===== config.mk =====
export PLATFORM = sky130hd
export DESIGN_NAME = spi_flash_cmd_engine
export DESIGN_NICKNAME = d
export VERILOG_FILES = /design/src/rtl/sfc_pkg.sv /design/src/rtl/sfc_sync.sv /design/src/rtl/sfc_cmd.sv /design/src/rtl/sfc_exec.sv /design/src/rtl/spi_flash_cmd_engine.sv
export SDC_FILE = /design/constraint.sdc
export NUM_CORES = 2
export LEC_CHECK = 0
export ABC_CLOCK_PERIOD_IN_PS = 13500
export BUFFER_PORTS_ARGS = -buffer_cell sky130_fd_sc_hd__clkbuf_2
export CAP_MARGIN = 15
export CORE_ASPECT_RATIO = 1.75
export CORE_MARGIN = 2
export CORE_UTILIZATION = 55
export CTS_CLUSTER_SIZE = 10
export DETAILED_ROUTE_END_ITERATION = 12
export PLACE_DENSITY = 0.8
export REMOVE_ABC_BUFFERS = 1
export SYNTH_ARGS = -nofsm -noshare
export SYNTH_HDL_FRONTEND = slang
export SYNTH_SLANG_ARGS = --single-unit

===== constraint.sdc =====
create_clock -name clk -period 13.5 [get_ports clk]
set_input_delay 1.35 -clock clk [delete_from_list [all_inputs] [get_ports clk]]
set_output_delay 1.35 -clock clk [all_outputs]
set_load 0.03 [all_outputs]

===== src/rtl/sfc_pkg.sv =====
package sfc_pkg;

  localparam int ADDR_W = 24;
  localparam int PAGE_W = 8;

  localparam logic [7:0] OP_WREN  = 8'h06;
  localparam logic [7:0] OP_WRDI  = 8'h04;
  localparam logic [7:0] OP_RDSR  = 8'h05;
  localparam logic [7:0] OP_WRSR  = 8'h01;
  localparam logic [7:0] OP_READ  = 8'h03;
  localparam logic [7:0] OP_FREAD = 8'h0B;
  localparam logic [7:0] OP_PP    = 8'h02;
  localparam logic [7:0] OP_SE    = 8'hD8;
  localparam logic [7:0] OP_BE    = 8'hC7;
  localparam logic [7:0] OP_RDID  = 8'h9F;

  typedef enum logic [3:0] {
    C_NONE, C_WREN, C_WRDI, C_RDSR, C_WRSR, C_READ,
    C_FREAD, C_PP, C_SE, C_BE, C_RDID
  } cmd_e;

  function automatic logic needs_wel(cmd_e c);
    return (c == C_PP) || (c == C_SE) || (c == C_BE) || (c == C_WRSR);
  endfunction

  function automatic logic is_write(cmd_e c);
    return needs_wel(c) || (c == C_WREN) || (c == C_WRDI);
  endfunction

  // shortest legal frame, in whole bytes
  function automatic logic [2:0] min_bytes(cmd_e c);
    case (c)
      C_WREN, C_WRDI, C_BE: return 3'd1;
      C_WRSR:               return 3'd2;
      C_SE:                 return 3'd4;
      C_PP:                 return 3'd5;
      default:              return 3'd7;
    endcase
  endfunction

  function automatic cmd_e op_decode(logic [7:0] op, logic busy, logic wel);
    cmd_e c;
    case (op)
      OP_WREN:  c = C_WREN;
      OP_WRDI:  c = C_WRDI;
      OP_RDSR:  c = C_RDSR;
      OP_WRSR:  c = C_WRSR;
      OP_READ:  c = C_READ;
      OP_FREAD: c = C_FREAD;
      OP_PP:    c = C_PP;
      OP_SE:    c = C_SE;
      OP_BE:    c = C_BE;
      OP_RDID:  c = C_RDID;
      default:  c = C_NONE;
    endcase
    if (busy && (c != C_RDSR)) c = C_NONE;
    if (needs_wel(c) && !wel)  c = C_NONE;
    return c;
  endfunction

endpackage


===== src/rtl/sfc_sync.sv =====
module sfc_sync #(
  parameter int STAGES = 2
) (
  input  logic clk,
  input  logic rst_n,
  input  logic cs_n_i,
  input  logic sck_i,
  input  logic mosi_i,
  output logic cs_n_q_o,
  output logic cs_rise_o,
  output logic cs_fall_o,
  output logic sck_rise_o,
  output logic sck_fall_o,
  output logic mosi_q_o
);
  localparam int NPIN = 3;
  localparam logic [NPIN-1:0] PIN_RST = 3'b100;

  logic [NPIN-1:0] raw_w, synced_w;
  logic [1:0]      prev_q;

  assign raw_w = {cs_n_i, sck_i, mosi_i};

  for (genvar g = 0; g < NPIN; g++) begin : g_pin
    logic [STAGES-1:0] chain_q;
    always_ff @(posedge clk or negedge rst_n) begin
      if (!rst_n) chain_q <= {STAGES{PIN_RST[g]}};
      else        chain_q <= {chain_q[STAGES-2:0], raw_w[g]};
    end
    assign synced_w[g] = chain_q[STAGES-1];
  end

  always_ff @(posedge clk or negedge rst_n) begin
    if (!rst_n) prev_q <= 2'b10;
    else        prev_q <= synced_w[2:1];
  end

  assign cs_n_q_o   = synced_w[2];
  assign cs_rise_o  =  synced_w[2] & ~prev_q[1];
  assign cs_fall_o  = ~synced_w[2] &  prev_q[1];
  assign sck_rise_o =  synced_w[1] & ~prev_q[0];
  assign sck_fall_o = ~synced_w[1] &  prev_q[0];
  assign mosi_q_o   = synced_w[0];
endmodule


===== src/rtl/sfc_cmd.sv =====
module sfc_cmd
  import sfc_pkg::*;
#(
  parameter logic [23:0] DEV_ID = 24'hA53C19
) (
  input  logic              clk,
  input  logic              rst_n,
  input  logic              cs_n_q,
  input  logic              cs_rise,
  input  logic              cs_fall,
  input  logic              sck_rise,
  input  logic              sck_fall,
  input  logic              mosi_q,
  input  logic [7:0]        status_i,
  output logic              miso_o,
  output logic              miso_oe_o,
  output logic              rd_req_o,
  output logic [ADDR_W-1:0] rd_addr_o,
  input  logic [7:0]        rd_data_i,
  output logic              pb_we_o,
  output logic [PAGE_W-1:0] pb_idx_o,
  output logic [7:0]        pb_data_o,
  output logic              cmt_o,
  output cmd_e              cmt_cmd_o,
  output logic [ADDR_W-1:0] cmt_addr_o,
  output logic [5:0]        cmt_field_o,
  output logic [PAGE_W:0]   cmt_cnt_o
);
  localparam logic [PAGE_W:0] PP_MAX = (PAGE_W+1)'(1 << PAGE_W);

  logic [2:0]        bit_q, bit_nx;
  logic [2:0]        byte_q, byte_nx;
  logic [7:0]        rx_q, rx_nx;
  cmd_e              cmd_q, cmd_nx;
  logic [ADDR_W-1:0] addr_q, addr_nx, cur_a;
  logic [7:0]        wst_q, wst_nx;
  logic [PAGE_W:0]   ppc_q, ppc_nx;
  logic [7:0]        tx_q, tx_nx, tx_src;
  logic              pend_q, pend_nx, act_q, act_nx;
  logic [1:0]        idi_q, idi_nx;
  logic              rdr_q, rdr_nx, rdd_q;
  logic [ADDR_W-1:0] rda_q, rda_nx;
  logic [7:0]        rbuf_q;
  logic              cmt_q, cmt_nx;
  logic [7:0]        new_byte;
  logic [2:0]        dstart;

  assign new_byte = {rx_q[6:0], mosi_q};

  always_comb begin
    case (cmd_q)
      C_RDSR: tx_src = status_i;
      C_RDID: begin
        case (idi_q)
          2'd0:    tx_src = DEV_ID[23:16];
          2'd1:    tx_src = DEV_ID[15:8];
          default: tx_src = DEV_ID[7:0];
        endcase
      end
      default: tx_src = rbuf_q;
    endcase
  end

  // next-state
  always_comb begin
    bit_nx = bit_q;   byte_nx = byte_q; rx_nx = rx_q;   cmd_nx = cmd_q;
    addr_nx = addr_q; wst_nx = wst_q;   ppc_nx = ppc_q; tx_nx = tx_q;
    pend_nx = pend_q; act_nx = act_q;   idi_nx = idi_q; rda_nx = rda_q;
    rdr_nx = 1'b0;    cmt_nx = 1'b0;
    pb_we_o = 1'b0;   pb_idx_o = addr_q[PAGE_W-1:0] + ppc_q[PAGE_W-1:0];
    pb_data_o = new_byte;
    cur_a = addr_q;
    dstart = 3'd3;
    if (cs_fall) begin
      bit_nx = 3'd0; byte_nx = 3'd0; cmd_nx = C_NONE; pend_nx = 1'b0;
      act_nx = 1'b0; ppc_nx = '0;   idi_nx = 2'd0;
    end else if (cs_rise) begin
      act_nx  = 1'b0;
      pend_nx = 1'b0;
      cmt_nx  = is_write(cmd_q) && (bit_q == 3'd0) && (byte_q >= min_bytes(cmd_q));
    end else if (!cs_n_q) begin
      if (sck_rise) begin
        rx_nx  = new_byte;
        bit_nx = bit_q + 3'd1;
        if (bit_q == 3'd7) begin
          if (byte_q != 3'd7) byte_nx = byte_q + 3'd1;
          if (byte_q == 3'd0) cmd_nx = op_decode(new_byte, status_i[0], status_i[1]);
          if ((byte_q >= 3'd1) && (byte_q <= 3'd3)) cur_a = {addr_q[ADDR_W-9:0], new_byte};
          if (cmd_nx == C_FREAD) dstart = 3'd4;
          case (cmd_nx)
            C_RDSR, C_RDID: pend_nx = 1'b1;
            C_READ, C_FREAD: begin
              addr_nx = cur_a;
              if (byte_q >= dstart) begin
                rdr_nx  = 1'b1;
                rda_nx  = cur_a;
                addr_nx = cur_a + 1'b1;
                pend_nx = 1'b1;
              end
            end
            C_PP: begin
              addr_nx = cur_a;
              if (byte_q >= 3'd4) begin
                pb_we_o = 1'b1;
                if (ppc_q != PP_MAX) ppc_nx = ppc_q + 1'b1;
              end
            end
            C_SE:   addr_nx = cur_a;
            C_WRSR: if (byte_q == 3'd1) wst_nx = new_byte;
            default: ;
          endcase
        end
      end
      if (sck_fall) begin
        if (pend_q) begin
          tx_nx   = tx_src;
          pend_nx = 1'b0;
          act_nx  = 1'b1;
          if (cmd_q == C_RDID) idi_nx = (idi_q == 2'd2) ? 2'd0 : idi_q + 2'd1;
        end else begin
          tx_nx = {tx_q[6:0], 1'b0};
        end
      end
    end
  end

  // registers
  always_ff @(posedge clk or negedge rst_n) begin
    if (!rst_n) begin
      bit_q <= '0;  byte_q <= '0; rx_q <= '0;  cmd_q <= C_NONE;
      addr_q <= '0; wst_q <= '0;  ppc_q <= '0; tx_q <= '0;
      pend_q <= 1'b0; act_q <= 1'b0; idi_q <= '0; rda_q <= '0;
      rdr_q <= 1'b0;  rdd_q <= 1'b0; cmt_q <= 1'b0;
    end else begin
      bit_q <= bit_nx;   byte_q <= byte_nx; rx_q <= rx_nx;   cmd_q <= cmd_nx;
      addr_q <= addr_nx; wst_q <= wst_nx;   ppc_q <= ppc_nx; tx_q <= tx_nx;
      pend_q <= pend_nx; act_q <= act_nx;   idi_q <= idi_nx; rda_q <= rda_nx;
      rdr_q <= rdr_nx;   rdd_q <= rdr_q;    cmt_q <= cmt_nx;
    end
  end

  always_ff @(posedge clk or negedge rst_n) begin
    if (!rst_n)     rbuf_q <= '0;
    else if (rdd_q) rbuf_q <= rd_data_i;
  end

  assign miso_o      = tx_q[7];
  assign miso_oe_o   = act_q & ~cs_n_q;
  assign rd_req_o    = rdr_q;
  assign rd_addr_o   = rda_q;
  assign cmt_o       = cmt_q;
  assign cmt_cmd_o   = cmd_q;
  assign cmt_addr_o  = addr_q;
  assign cmt_field_o = wst_q[7:2];
  assign cmt_cnt_o   = ppc_q;

  AST_COMMIT_ON_BOUNDARY: assert property (@(posedge clk) disable iff (!rst_n)
    cmt_q |-> ($past(bit_q) == 3'd0));
  AST_MISO_HOLDS: assert property (@(posedge clk) disable iff (!rst_n)
    (miso_oe_o && $past(miso_oe_o) && !$past(sck_fall)) |-> $stable(miso_o));
endmodule


===== src/rtl/sfc_exec.sv =====
module sfc_exec
  import sfc_pkg::*;
#(
  parameter int BUSY_CYCLES = 256
) (
  input  logic              clk,
  input  logic              rst_n,
  input  logic              cmt_i,
  input  cmd_e              cmt_cmd_i,
  input  logic [ADDR_W-1:0] cmt_addr_i,
  input  logic [5:0]        cmt_field_i,
  input  logic [PAGE_W:0]   cmt_cnt_i,
  input  logic              pb_we_i,
  input  logic [PAGE_W-1:0] pb_idx_i,
  input  logic [7:0]        pb_data_i,
  output logic [7:0]        status_o,
  output logic [ADDR_W-1:0] ex_addr_o,
  output logic              wr_req_o,
  output logic [7:0]        wr_data_o,
  output logic              ers_o,
  output logic              era_o
);
  localparam int CW    = $clog2(BUSY_CYCLES + 1);
  localparam int PAGES = 1 << PAGE_W;
  localparam logic [CW-1:0] CNT_LOAD = CW'(BUSY_CYCLES - 1);

  typedef enum logic [1:0] {S_IDLE, S_PROG, S_WAIT} st_e;

  st_e                      st_q, st_nx;
  logic [CW-1:0]            cnt_q, cnt_nx;
  logic [PAGE_W:0]          left_q, left_nx;
  logic [PAGE_W-1:0]        off_q, off_nx;
  logic [ADDR_W-PAGE_W-1:0] page_q, page_nx;
  logic [ADDR_W-1:0]        ea_q, ea_nx;
  logic                     wel_q, wel_nx, ers_q, ers_nx, era_q, era_nx;
  logic [5:0]               fld_q, fld_nx;
  logic [7:0]               pbuf [PAGES];
  logic                     wip;

  always_ff @(posedge clk) begin
    if (pb_we_i) pbuf[pb_idx_i] <= pb_data_i;
  end

  always_comb begin
    st_nx = st_q;   cnt_nx = cnt_q; left_nx = left_q; off_nx = off_q;
    page_nx = page_q; ea_nx = ea_q; wel_nx = wel_q;   fld_nx = fld_q;
    ers_nx = 1'b0;  era_nx = 1'b0;
    case (st_q)
      S_IDLE: if (cmt_i) begin
        case (cmt_cmd_i)
          C_WREN: wel_nx = 1'b1;
          C_WRDI: wel_nx = 1'b0;
          C_WRSR: begin fld_nx = cmt_field_i; st_nx = S_WAIT; cnt_nx = CNT_LOAD; end
          C_SE:   begin ers_nx = 1'b1; ea_nx = cmt_addr_i; st_nx = S_WAIT; cnt_nx = CNT_LOAD; end
          C_BE:   begin era_nx = 1'b1; ea_nx = cmt_addr_i; st_nx = S_WAIT; cnt_nx = CNT_LOAD; end
          C_PP: begin
            st_nx   = S_PROG;
            off_nx  = cmt_addr_i[PAGE_W-1:0];
            page_nx = cmt_addr_i[ADDR_W-1:PAGE_W];
            left_nx = cmt_cnt_i;
          end
          default: ;
        endcase
      end
      S_PROG: begin
        off_nx  = off_q + 1'b1;
        left_nx = left_q - 1'b1;
        if (left_q == (PAGE_W+1)'(1)) begin
          st_nx  = S_WAIT;
          cnt_nx = CNT_LOAD;
        end
      end
      default: begin
        if (cnt_q == '0) begin
          st_nx  = S_IDLE;
          wel_nx = 1'b0;
        end else begin
          cnt_nx = cnt_q - 1'b1;
        end
      end
    endcase
  end

  always_ff @(posedge clk or negedge rst_n) begin
    if (!rst_n) begin
      st_q <= S_IDLE; cnt_q <= '0; left_q <= '0; off_q <= '0; page_q <= '0;
      ea_q <= '0; wel_q <= 1'b0; fld_q <= '0; ers_q <= 1'b0; era_q <= 1'b0;
    end else begin
      st_q <= st_nx; cnt_q <= cnt_nx; left_q <= left_nx; off_q <= off_nx;
      page_q <= page_nx; ea_q <= ea_nx; wel_q <= wel_nx; fld_q <= fld_nx;
      ers_q <= ers_nx; era_q <= era_nx;
    end
  end

  assign wip       = (st_q != S_IDLE);
  assign status_o  = {fld_q, wel_q, wip};
  assign wr_req_o  = (st_q == S_PROG);
  assign wr_data_o = pbuf[off_q];
  assign ex_addr_o = (st_q == S_PROG) ? {page_q, off_q} : ea_q;
  assign ers_o     = ers_q;
  assign era_o     = era_q;

  AST_WEL_DROPS_WITH_BUSY: assert property (@(posedge clk) disable iff (!rst_n)
    $fell(wip) |-> !wel_q);
  AST_GUARDED_COMMIT: assert property (@(posedge clk) disable iff (!rst_n)
    (cmt_i && needs_wel(cmt_cmd_i)) |-> wel_q);
  AST_NO_COMMIT_BUSY: assert property (@(posedge clk) disable iff (!rst_n)
    cmt_i |-> !wip);
  AST_SINGLE_REQUEST: assert property (@(posedge clk) disable iff (!rst_n)
    $onehot0({wr_req_o, ers_q, era_q}));
endmodule


===== src/rtl/spi_flash_cmd_engine.sv =====
module spi_flash_cmd_engine
  import sfc_pkg::*;
#(
  parameter int          SYNC_STAGES = 2,
  parameter int          BUSY_CYCLES = 256,
  parameter logic [23:0] DEV_ID      = 24'hA53C19
) (
  input  logic        clk,
  input  logic        rst_n,
  input  logic        spi_cs_n,
  input  logic        spi_sck,
  input  logic        spi_mosi,
  output logic        spi_miso,
  output logic        spi_miso_oe,
  output logic [23:0] mem_addr,
  output logic        mem_rd_req,
  input  logic [7:0]  mem_rd_data,
  output logic        mem_wr_req,
  output logic [7:0]  mem_wr_data,
  output logic        mem_erase_sector,
  output logic        mem_erase_all
);
  logic [1:0]        rst_q;
  logic              rst_s_n;
  logic              cs_n_q, cs_rise, cs_fall, sck_rise, sck_fall, mosi_q;
  logic [7:0]        status;
  logic [ADDR_W-1:0] rd_addr, ex_addr, cmt_addr;
  logic              pb_we, cmt;
  logic [PAGE_W-1:0] pb_idx;
  logic [7:0]        pb_data;
  cmd_e              cmt_cmd;
  logic [5:0]        cmt_field;
  logic [PAGE_W:0]   cmt_cnt;

  // reset: asserted at once, released on a clock edge
  always_ff @(posedge clk or negedge rst_n) begin
    if (!rst_n) rst_q <= 2'b00;
    else        rst_q <= {rst_q[0], 1'b1};
  end
  assign rst_s_n = rst_q[1];

  sfc_sync #(.STAGES(SYNC_STAGES)) u_sync (
    .clk(clk), .rst_n(rst_s_n), .cs_n_i(spi_cs_n), .sck_i(spi_sck), .mosi_i(spi_mosi),
    .cs_n_q_o(cs_n_q), .cs_rise_o(cs_rise), .cs_fall_o(cs_fall),
    .sck_rise_o(sck_rise), .sck_fall_o(sck_fall), .mosi_q_o(mosi_q)
  );

  sfc_cmd #(.DEV_ID(DEV_ID)) u_cmd (
    .clk(clk), .rst_n(rst_s_n), .cs_n_q(cs_n_q), .cs_rise(cs_rise), .cs_fall(cs_fall),
    .sck_rise(sck_rise), .sck_fall(sck_fall), .mosi_q(mosi_q), .status_i(status),
    .miso_o(spi_miso), .miso_oe_o(spi_miso_oe), .rd_req_o(mem_rd_req),
    .rd_addr_o(rd_addr), .rd_data_i(mem_rd_data), .pb_we_o(pb_we), .pb_idx_o(pb_idx),
    .pb_data_o(pb_data), .cmt_o(cmt), .cmt_cmd_o(cmt_cmd), .cmt_addr_o(cmt_addr),
    .cmt_field_o(cmt_field), .cmt_cnt_o(cmt_cnt)
  );

  sfc_exec #(.BUSY_CYCLES(BUSY_CYCLES)) u_exec (
    .clk(clk), .rst_n(rst_s_n), .cmt_i(cmt), .cmt_cmd_i(cmt_cmd), .cmt_addr_i(cmt_addr),
    .cmt_field_i(cmt_field), .cmt_cnt_i(cmt_cnt), .pb_we_i(pb_we), .pb_idx_i(pb_idx),
    .pb_data_i(pb_data), .status_o(status), .ex_addr_o(ex_addr), .wr_req_o(mem_wr_req),
    .wr_data_o(mem_wr_data), .ers_o(mem_erase_sector), .era_o(mem_erase_all)
  );

  assign mem_addr = status[0] ? ex_addr : rd_addr;
endmodule


==> reports/results.ini <==
[clock_network]
cts.reportedPaths.clkPinSlew_ns = 0.06
insertion_delay_ns = 0.87
cts_resized = 0
post-cts-setup-buffers = 0
clockRootBuffer = clkbuf_16
clockBufferDepth = 4
cts_max_level = 4
holdBufCountCts = 0
numCtsBuffers = 249
cts_tree = done
clock-sinks = 2238

[sta]
holdWs_ns = 0.307
rsz0062_at_grt = false
period_share_pct = 56.0
finalHoldViolCount = 0
period_needed_ns = 7.55
fin_skew_ns = 0.0580
final.setup.worst_slack_ns = 5.95
tightest_slew_ns = 1.53
relSlewSlack_pct = -1.83
drv_slew = 36
clock.fmax_ghz = 0.132
setup_viol = 0

[layout]
final_cell_mix = edfxtp_1, mux4_2, nor2_1, clkbuf_16, nand2_1
area_growth_syn_to_layout_pct = 10.5
nets = 4550
layout_commonest_cell = edfxtp_1
design_area_um2 = 98900
multi_input_area_um2 = 22200
regArea_um2 = 66300
drive_above_1_share_pct = 25.9
fillers = 10300
fin_util_pct = 61.2

[logic_synthesis]
synth_cells = 4392
synthesis.area_um2 = 89500
yosysTopAreaCell = edfxtp_1
synthTopCellsByArea = edfxtp_1, mux4_2, dfrtp_1
ys_seq_area_share_pct = 74.0
synth.distinct_cells = 83
yosys_register_bits = 2238
synth_edf_count = 2048
ys_warn_count = 0
syn_avg_cell_area_um2 = 20.4
synth_ff_type = edfxtp_1
synth_top_area_share_pct = 68.7
async_reset_ff_share_pct = 8.49

[detailed_routing]
drt_iter0_markers = 6962
postRouteAntennaNets = 0
wl_per_cell_um = 36.6
vias_per_cell = 7.05
firstDrtPassIters = 12
wl_um = 246000
drc_errors = 0
vias = 47500

[power_and_ir_drop]
power.density_nw_per_um2 = 150
peakVddDrop_v = 0.000141
total_power_uw = 14900
p_leak_uw = 0.0311

[floorplanning]
die_h_um = 538
ios = 51
die_x_um = 309
core_area_um2 = 162000
dieArea_um2 = 166000
num_rows = 195
start_util_pct = 55.4

[worst_setup_path]
path_class = register to output port
required_ns = 12.15
cp-start-kind = register
reg2regPathDepth = 11
worstPathArrival_ns = 6.20
cp-end-kind = output port
cp_max_fo = 45

[run_status]
violations = slew limit
status = complete, but fails checks

[grt]
grt_max_degree = 200
grt_pass1_vias = 48600
grt_pass1_wl_um = 354000
antenna_found_initial = 17
grt_usage_pct = 30.0
grt-ovfl-total = 0

[hold_path]
hold_class = input port to asynchronous set/reset pin

[job]
drv_cap = 0

[place]
place_hpwl_um = 136000
port_buffers = 50
placed_area_um2 = 92100
gp_congestion = 0.897
pre_cts_ws_ns = 6.52

metrics by stage:
step           setup TNS, ns  cells
2_1_floorplan        -140.72   4128
3_3_place_gp               0   6411
3_5_place_dp               0   6413
4_1_cts                    0   6716
5_1_grt                    0   6726
6_report                   0   6733
power by group:
| group | switching [uW] | internal (uW) | total (uW) |
|---|---|---|---|
| combinational | 646 | 159 | 806 |
| sequential | 161 | 8020 | 8180 |
| clock | 2570 | 3300 | 5870 |
| total | 3380 | 11500 | 14900 |
synthesized netlist by cell type, types with 12 or more instances:
cell / n
a21oi_1: 87
a31oi_1: 17
buf_1: 70
buf_2: 12
clkbuf_1: 174
dfrtp_1: 187
edfxtp_1: 2048
ha_1: 32
inv_1: 31
mux2_2: 57
mux2i_1: 49
mux4_2: 679
nand2_1: 189
nand3_1: 25
nand4_1: 14
nor2_1: 377
nor2b_1: 12
nor3_1: 27
o211ai_1: 13
o21ai_0: 69
xnor2_1: 22
routing by layer:
layer / track usage [%] / vias up / routed length (um)
met2: 50.4 / 3757 / 126000
met3: 5.83 / 1051 / 22600
li1: - / 18100 / -
met4: 23.7 / 14 / 23100
met1: 33.5 / 24600 / 74900
met5: 0 / - / 97
flip-flops by register name (all words and copies together), names as in the netlist, 9 cells and up:
register          cells
u_exec.pbuf        2048
u_cmd.cmt_addr_o     24
u_cmd.rd_addr_o      24
u_exec.ea_q          24
u_exec.page_q        16
u_cmd.cmt_cnt_o       9
u_exec.cnt_q          9
u_exec.left_q         9
kinds of logic after synthesis:
logic type | share of synthesized area, %
flops | 74.0
mux | 18.3
simple gates | 3.50
buf+inv | 1.31
compound gates | 2.02
fa+ha+maj | 0.481
xor+xnor | 0.323
other cells | 0.00419
area by class of cell:
type | count | area share, %
Multi-Input combinational cell | 1858 | 22.4
Clock buffer | 298 | 6.55
Clock inverter | 5 | 0.0810
Timing Repair Buffer | 125 | 1.01
Tap cell | 2167 | 2.74
Antenna cell | 10 | 0.0253
Sequential cell | 2238 | 67.1
Inverter | 32 | 0.121
final timing paths:
check,startpoint,to,slack (ns)
max,u_exec.off_q[0]$_DFFE_PN0P_,mem_wr_data[5],5.95
min,rst_n,rst_q[0]$_DFF_PN0_,0.31
max reg2reg,u_cmd.rx_q[6]$_DFFE_PN0P_,u_exec.pbuf[198][4]$_DFFE_PP_,5.99
min reg2reg,rst_q[1]$_DFF_PN0_,u_exec.page_q[0]$_DFFE_PN0P_,0.32
max in group asynchronous,rst_q[1]$_DFF_PN0_,u_cmd.rx_q[6]$_DFFE_PN0P_,11.76
min in group clk,rst_q[0]$_DFF_PN0_,rst_q[1]$_DFF_PN0_,0.36
worst max-delay path, cell delays in order, from the launching register on:
cell and delay, ns:
dfrtp_4 1.08, buf_4 0.82, buf_4 0.79, mux4_2 0.62, mux4_2 0.57, mux4_2 0.57
mux4_2 0.56, clkbuf_2 0.22
No activity file was read; power rests on OpenSTA's default activity.
